`config.mk`:
```
export PLATFORM = sky130hd
export DESIGN_NAME = tbd_ring_engine
export DESIGN_NICKNAME = d
export VERILOG_FILES = /design/src/rtl/tbd_pkg.sv /design/src/rtl/tbd_store.sv /design/src/rtl/tbd_index.sv /design/src/rtl/tbd_seq.sv /design/src/rtl/tbd_ring_engine.sv
export SDC_FILE = /design/constraint.sdc
export NUM_CORES = 2
export LEC_CHECK = 0
export BUFFER_PORTS_ARGS = -buffer_cell sky130_fd_sc_hd__buf_2
export CAP_MARGIN = 20
export CORE_MARGIN = 5
export CORE_UTILIZATION = 50
export DETAILED_ROUTE_END_ITERATION = 16
export PLACE_DENSITY = 0.68
export SYNTH_ARGS = -nofsm -noshare
export SYNTH_HDL_FRONTEND = slang
export SYNTH_SLANG_ARGS = --single-unit
export TNS_END_PERCENT = 1
```
`constraint.sdc`:
```
create_clock -name clk -period 2.9 [get_ports clk]
set_clock_uncertainty 0.1 [all_clocks]
set_input_delay 0.58 -clock clk [delete_from_list [all_inputs] [get_ports clk]]
set_output_delay 0.58 -clock clk [all_outputs]
set_load 0.05 [all_outputs]
```
`src/rtl/tbd_pkg.sv`:
```
package tbd_pkg;
  localparam int PTR_W  = 32;
  localparam int LEN_W  = 16;
  localparam int FLG_W  = 16;
  localparam int DESC_W = PTR_W + LEN_W + FLG_W;

  // status flag positions, decoded by software and by the engine
  localparam int F_READY = 0;
  localparam int F_WRAP  = 1;
  localparam int F_LAST  = 2;
  localparam int F_CRC   = 3;

  typedef struct packed {
    logic [PTR_W-1:0] ptr;
    logic [LEN_W-1:0] len;
    logic [FLG_W-1:0] flg;
  } tbd_desc_t;

  typedef enum logic [2:0] {
    ST_IDLE = 3'd0,
    ST_SEND = 3'd1,
    ST_WAIT = 3'd2,
    ST_WB   = 3'd3,
    ST_HALT = 3'd4
  } tbd_state_e;
endpackage

```
`src/rtl/tbd_store.sv`:
```
module tbd_store
  import tbd_pkg::*;
#(
  parameter int DEPTH = 8,
  parameter int IDXW  = 3
) (
  input  logic            clk,
  input  logic            rst_n,
  input  logic            sw_we,
  input  logic [IDXW-1:0] sw_addr,
  input  tbd_desc_t       sw_wdata,
  output tbd_desc_t       sw_rdata,
  input  logic            eng_we,
  input  logic [IDXW-1:0] eng_addr,
  input  logic [FLG_W-1:0] eng_flg,
  output tbd_desc_t       eng_rdata
);
  tbd_desc_t        ent_rd [DEPTH];
  logic [DEPTH-1:0] rdy_vec;

  for (genvar g = 0; g < DEPTH; g++) begin : g_ent
    localparam logic [IDXW-1:0] GI = IDXW'(g);
    tbd_desc_t e_q;
    tbd_desc_t e_d;
    logic      e_en;

    // software rewrite of an entry wins over the status writeback
    always_comb begin
      e_d  = e_q;
      e_en = 1'b0;
      if (sw_we && (sw_addr == GI)) begin
        e_d  = sw_wdata;
        e_en = 1'b1;
      end else if (eng_we && (eng_addr == GI)) begin
        e_d.flg = eng_flg;
        e_en    = 1'b1;
      end
    end

    always_ff @(posedge clk or negedge rst_n) begin
      if (!rst_n) begin
        e_q <= '0;
      end else if (e_en) begin
        e_q <= e_d;
      end
    end

    assign ent_rd[g]  = e_q;
    assign rdy_vec[g] = e_q.flg[F_READY];
  end

  assign sw_rdata  = ent_rd[sw_addr];
  assign eng_rdata = ent_rd[eng_addr];

  AST_WB_CLEARS_READY: assert property (@(posedge clk) disable iff (!rst_n)
    (eng_we && !(sw_we && (sw_addr == eng_addr))) |=> !rdy_vec[$past(eng_addr)])
    else $error("writeback left READY set");

  AST_SW_WRITE_LANDS: assert property (@(posedge clk) disable iff (!rst_n)
    sw_we |=> (ent_rd[$past(sw_addr)] == $past(sw_wdata)))
    else $error("software write lost");
endmodule

```
`src/rtl/tbd_index.sv`:
```
module tbd_index #(
  parameter int DEPTH = 8,
  parameter int IDXW  = 3
) (
  input  logic            clk,
  input  logic            rst_n,
  input  logic            enable,
  input  logic [IDXW-1:0] base,
  input  logic            advance,
  input  logic            wrap,
  output logic [IDXW-1:0] idx
);
  localparam logic [IDXW-1:0] LAST_IDX = IDXW'(DEPTH - 1);

  logic [IDXW-1:0] idx_q;
  logic [IDXW-1:0] idx_d;
  logic            idx_en;

  always_comb begin
    idx_d  = idx_q;
    idx_en = 1'b0;
    if (!enable) begin
      idx_d  = base;
      idx_en = 1'b1;
    end else if (advance) begin
      idx_en = 1'b1;
      if (wrap) begin
        idx_d = base;
      end else if (idx_q == LAST_IDX) begin
        idx_d = '0;
      end else begin
        idx_d = idx_q + 1'b1;
      end
    end
  end

  always_ff @(posedge clk or negedge rst_n) begin
    if (!rst_n) begin
      idx_q <= '0;
    end else if (idx_en) begin
      idx_q <= idx_d;
    end
  end

  assign idx = idx_q;

  AST_IDX_HOLD: assert property (@(posedge clk) disable iff (!rst_n)
    (enable && $past(enable) && !$past(advance)) |-> $stable(idx))
    else $error("index moved without writeback");
endmodule

```
`src/rtl/tbd_seq.sv`:
```
module tbd_seq
  import tbd_pkg::*;
(
  input  logic             clk,
  input  logic             rst_n,
  input  logic             ctl_enable,
  input  logic             kick,
  input  logic             stop_req,
  input  tbd_desc_t        cur_desc,
  input  logic             frm_ready,
  input  logic             tx_done,
  output logic             active,
  output logic             stop_done,
  output logic             frm_valid,
  output logic [PTR_W-1:0] frm_ptr,
  output logic [LEN_W-1:0] frm_len,
  output logic             frm_crc,
  output logic             frm_last,
  output logic             wb_we,
  output logic [FLG_W-1:0] wb_flg,
  output logic             adv,
  output logic             adv_wrap
);
  tbd_state_e st_q, st_d;
  logic       act_q, act_d;
  logic       done_q, done_d;
  logic       ld_en;
  tbd_desc_t  hold_q;

  always_comb begin
    st_d   = st_q;
    act_d  = act_q;
    done_d = 1'b0;
    ld_en  = 1'b0;
    wb_we  = 1'b0;
    adv    = 1'b0;
    unique case (st_q)
      ST_IDLE: begin
        if (stop_req) begin
          st_d   = ST_HALT;
          done_d = 1'b1;
        end else if (act_q) begin
          if (cur_desc.flg[F_READY]) begin
            ld_en = 1'b1;
            st_d  = ST_SEND;
          end else begin
            act_d = 1'b0;
          end
        end
      end
      ST_SEND: if (frm_ready) st_d = ST_WAIT;
      ST_WAIT: if (tx_done) st_d = ST_WB;
      ST_WB: begin
        wb_we = 1'b1;
        adv   = 1'b1;
        st_d  = ST_IDLE;
      end
      ST_HALT: if (!stop_req) st_d = ST_IDLE;
      default: st_d = ST_IDLE;
    endcase
    if (kick) act_d = 1'b1;
    if (!ctl_enable) begin
      st_d   = ST_IDLE;
      act_d  = 1'b0;
      done_d = 1'b0;
      ld_en  = 1'b0;
      wb_we  = 1'b0;
      adv    = 1'b0;
    end
  end

  always_ff @(posedge clk or negedge rst_n) begin
    if (!rst_n) begin
      st_q   <= ST_IDLE;
      act_q  <= 1'b0;
      done_q <= 1'b0;
    end else begin
      st_q   <= st_d;
      act_q  <= act_d;
      done_q <= done_d;
    end
  end

  always_ff @(posedge clk or negedge rst_n) begin
    if (!rst_n) begin
      hold_q <= '0;
    end else if (ld_en) begin
      hold_q <= cur_desc;
    end
  end

  always_comb begin
    wb_flg          = hold_q.flg;
    wb_flg[F_READY] = 1'b0;
  end

  assign adv_wrap  = hold_q.flg[F_WRAP];
  assign active    = act_q;
  assign stop_done = done_q;
  assign frm_valid = (st_q == ST_SEND);
  assign frm_ptr   = hold_q.ptr;
  assign frm_len   = hold_q.len;
  assign frm_crc   = hold_q.flg[F_CRC];
  assign frm_last  = hold_q.flg[F_LAST];

  AST_REQ_STABLE: assert property (@(posedge clk) disable iff (!rst_n)
    (frm_valid && !frm_ready && ctl_enable) |=> (frm_valid && $stable(frm_ptr) && $stable(frm_len)))
    else $error("frame request changed under back-pressure");

  AST_STOP_PULSE: assert property (@(posedge clk) disable iff (!rst_n)
    stop_done |=> !stop_done)
    else $error("stop event longer than one cycle");

  AST_STOP_NO_FETCH: assert property (@(posedge clk) disable iff (!rst_n)
    (stop_req && ctl_enable && (st_q == ST_IDLE)) |=> !frm_valid)
    else $error("descriptor taken during stop");

  AST_ACT_FALL_IDLE: assert property (@(posedge clk) disable iff (!rst_n)
    ($fell(active) && $past(ctl_enable)) |-> ($past(st_q) == ST_IDLE))
    else $error("active fell before writeback");

  AST_DISABLE_CLEARS: assert property (@(posedge clk) disable iff (!rst_n)
    !ctl_enable |=> (!active && !frm_valid))
    else $error("disable did not clear engine");
endmodule

```
`src/rtl/tbd_ring_engine.sv`:
```
module tbd_ring_engine
  import tbd_pkg::*;
#(
  parameter  int DEPTH = 8,
  localparam int IDXW  = (DEPTH > 1) ? $clog2(DEPTH) : 1
) (
  input  logic              clk,
  input  logic              rst_n,
  input  logic              ctl_enable,
  input  logic [IDXW-1:0]   ring_base,
  input  logic              kick,
  input  logic              stop_req,
  output logic              active,
  output logic              stop_done,
  input  logic              sw_we,
  input  logic [IDXW-1:0]   sw_addr,
  input  logic [DESC_W-1:0] sw_wdata,
  output logic [DESC_W-1:0] sw_rdata,
  output logic              frm_valid,
  input  logic              frm_ready,
  output logic [PTR_W-1:0]  frm_ptr,
  output logic [LEN_W-1:0]  frm_len,
  output logic              frm_crc,
  output logic              frm_last,
  input  logic              tx_done
);
  tbd_desc_t        sw_wd_s;
  tbd_desc_t        sw_rd_s;
  tbd_desc_t        cur_desc;
  logic [IDXW-1:0]  cur_idx;
  logic             wb_we;
  logic [FLG_W-1:0] wb_flg;
  logic             adv;
  logic             adv_wrap;

  assign sw_wd_s  = tbd_desc_t'(sw_wdata);
  assign sw_rdata = sw_rd_s;

  tbd_store #(.DEPTH(DEPTH), .IDXW(IDXW)) u_store (
    .clk       (clk),
    .rst_n     (rst_n),
    .sw_we     (sw_we),
    .sw_addr   (sw_addr),
    .sw_wdata  (sw_wd_s),
    .sw_rdata  (sw_rd_s),
    .eng_we    (wb_we),
    .eng_addr  (cur_idx),
    .eng_flg   (wb_flg),
    .eng_rdata (cur_desc)
  );

  tbd_index #(.DEPTH(DEPTH), .IDXW(IDXW)) u_index (
    .clk     (clk),
    .rst_n   (rst_n),
    .enable  (ctl_enable),
    .base    (ring_base),
    .advance (adv),
    .wrap    (adv_wrap),
    .idx     (cur_idx)
  );

  tbd_seq u_seq (
    .clk        (clk),
    .rst_n      (rst_n),
    .ctl_enable (ctl_enable),
    .kick       (kick),
    .stop_req   (stop_req),
    .cur_desc   (cur_desc),
    .frm_ready  (frm_ready),
    .tx_done    (tx_done),
    .active     (active),
    .stop_done  (stop_done),
    .frm_valid  (frm_valid),
    .frm_ptr    (frm_ptr),
    .frm_len    (frm_len),
    .frm_crc    (frm_crc),
    .frm_last   (frm_last),
    .wb_we      (wb_we),
    .wb_flg     (wb_flg),
    .adv        (adv),
    .adv_wrap   (adv_wrap)
  );
endmodule

```
==> out/results.txt <==
post-route ant nets = 0
mapped cell area = 31,200 um2
reg-to-reg startpoint = u_index.idx[1]
Mapped Nets = 2,322
core box area = 61,700 um2
gpl congestion = 0.797
first-pass GRT wire length = 129,000 um
Final Hold Viols = 0
Worst-Skew Late Latency = 0.60 ns
initial antenna violation count = 18
total routed wirelength = 82,200 um
HPWL Detailed = 49,900 um
Startpoint Class = input pin
routed via count = 19,644
Lkg Pwr = 15.6 nW
#FFs+latches synth = 583
# rows = 91
CTS clk-pin slew, worst paths = 0.06 ns
Area contributors post-synth = dfrtp_1 (47%), mux4_2 (18%), mux2_2 (16%)
DR iter-0 viols = 1,459
number of placed I/O pins = 195
WL per Instance = 25.4 um
Area Growth Syn to Fin = 13.2%
CTS buffer count = 66
Synth top cells by count = dfrtp_1 (583), mux2_2 (452), nand2_1 (261)
die footprint = 67,500 um2
vias per cell = 6.06
critical path class = input pin to primary output
maximum clock frequency = 352 MHz
Yosys warning count = 0
status = complete, no violations
HP Class = input pin to register
Place WS = 0.0464 ns
Avg Synthesized Cell Area = 13.9 um2
sequential area share after synthesis = 46.8%
slowest cell on the critical path = mux4_2
TNS Setup = 0 ns
vias in the first global route = 21,007
most instantiated library cell after synthesis = dfrtp_1
min-delay src = ctl_enable
Req. time, crit path = 2.22 ns
VDD IR max = 0.000509 V
unrepaired setup endpoints after global routing = false
PwrDens = 840 nW/um2
largest stage delay on the critical path = 0.50 ns
register area = 14,600 um2
share of cells above drive strength 1 = 48.8%
critical path arrival = 2.16 ns
Congestion Overflow GR = 0
Die Y = 260 um
Worst Path Max Fanout = 18
Syn Inst Count = 2,238
die width = 260 um
Initial Utilization = 50.6%
asr flop ratio synth = 100%
worst slew pin tran = 0.584 ns
Max Root-Sink Buffers = 3
Slew HR = 60.6%
fin nets = 2,428
DR DRC count = 0
Max Cap Viol = 0
CTS tree = done
CTS H-Tree Depth = 3
TritonRoute pass-1 iters = 5
Yosys top cell by area = dfrtp_1
EDFF count, synth = 0
number of distinct library cells after synthesis = 37
root buffer cell = clkbuf_16
Post-CTS Setup Bufs = 0
Global Route Usage Sum = 24.7%
Final setup viols = 0
Main synth FF type = dfrtp_1
post-synth top area share = 46.8%
multi-input logic area = 15,300 um2
crit path from = sw_addr[0]
Final period util = 98.1%
# fillers = 4,888
fin crit period = 2.84 ns
largest net degree at the start of global routing = 91
crit-path cells = buf_8 -> buf_12 -> mux4_2 -> mux2_2 -> buf_2
post-route setup slack = 0.0559 ns
max-slew violation count = 0
Crit. End Element = primary output
I/O Buffers = 194
clock sink count = 583
stage by stage:
stage               hold WS (ns)  power, mW  std cells  cell area, um2  util, %
floorplan                  0.184       19.3       2238           31200        -
global placement           0.389       21.3       3112           33200     53.8
detailed placement         0.386       21.6       3112           33200     53.8
CTS                        0.157       29.9       3227           35300     57.2
global route               0.193       31.1       3235           35300     57.2
finish                     0.197       29.7       3239           35300     57.3
placed cells by master (no fill, tap or decap), types with 10 or more instances in the layout:
cell / Yosys / final
clkbuf_1: 77 / 14
buf_2: 68 / 190
buf_4: 66 / 46
mux2i_1: 122 / 122
o21ai_0: 71 / 71
diode_2: 0 / 12
mux4_2: 255 / 255
dfrtp_1: 583 / 580
clkinv_2: 0 / 11
buf_12: 0 / 42
clkbuf_8: 0 / 10
nand2_1: 261 / 261
mux2_4: 60 / 60
a21oi_1: 67 / 67
mux2_2: 452 / 452
clkbuf_16: 0 / 67
nor2_1: 67 / 66
flip-flops by register name, summed over array words and instances, names as in the netlist:
| signal | count |
|---|---|
| u_seq.frm_len | 16 |
| u_seq.frm_last | 1 |
| u_seq.frm_ptr | 32 |
| u_seq.active | 1 |
| u_seq.adv_wrap | 1 |
| u_seq.stop_done | 1 |
| u_seq.wb_flg | 12 |
| u_store.ent_rd | 512 |
| u_seq.st_q | 3 |
| u_seq.frm_crc | 1 |
| u_index.idx | 3 |
worst paths after layout:
kind,end,cells after the start,slack (ns)
setup / recovery,sw_rdata[31],5,0.06
hold / removal,u_seq.active,3,0.20
setup reg to reg,u_seq.wb_flg[15],5,0.48
hold reg to reg,u_seq.frm_len[13],1,0.40
max in group asynchronous,u_store.ent_rd[114],4,1.32
min in group asynchronous,u_seq.wb_flg[9],2,0.45
logic make-up (layout without fill, tap and decap cells):
kind of cell | count (synthesis) | after routing | synth area share [%]
AOI/OAI and AO/OA | 142 | 142 | 2.32
adders and majority gates | 6 | 6 | 0.241
buffers and inverters | 251 | 403 | 4.28
DFF | 583 | 583 | 46.8
muxes | 889 | 889 | 41.5
other | 0 | 12 | 0
and+or+nand+nor | 367 | 367 | 4.88
metal layers:
layer / track usage (%) / vias to the layer above / routed length, um
met5: 1.24 / - / 64
met4: 7.03 / 10 / 1740
met2: 40.4 / 615 / 40800
met3: 4.72 / 124 / 5070
met1: 34.0 / 10454 / 34500
li1: - / 8441 / -
cell type report:
class | instances | share of cell area, %
inverters | 5 | 0.0531
well taps | 837 | 2.96
clock inverters | 23 | 0.669
diodes | 12 | 0.0850
clock buffers | 91 | 5.28
repair buffers | 284 | 6.30
flip-flops and latches | 583 | 41.3
multi-input cells | 1404 | 43.3
worst max-delay path, delay by kind of cell:
family	cells	cell delay (ns)
buf+inv	3	0.71
mux	2	0.83
where the power goes:
group	switching, mW	internal [mW]
Combinational	5.03	4.65
Clock	3.42	4.79
Sequential	1.73	10.1
Total	10.2	19.5
repair_timing:
item	4_1_cts	5_1_grt
hold buffers	1	0
gates resized for setup	0	2
endpoints found under the hold margin	43	0
endpoints found under the setup margin	0	2
(Power assumes the default switching activity.)
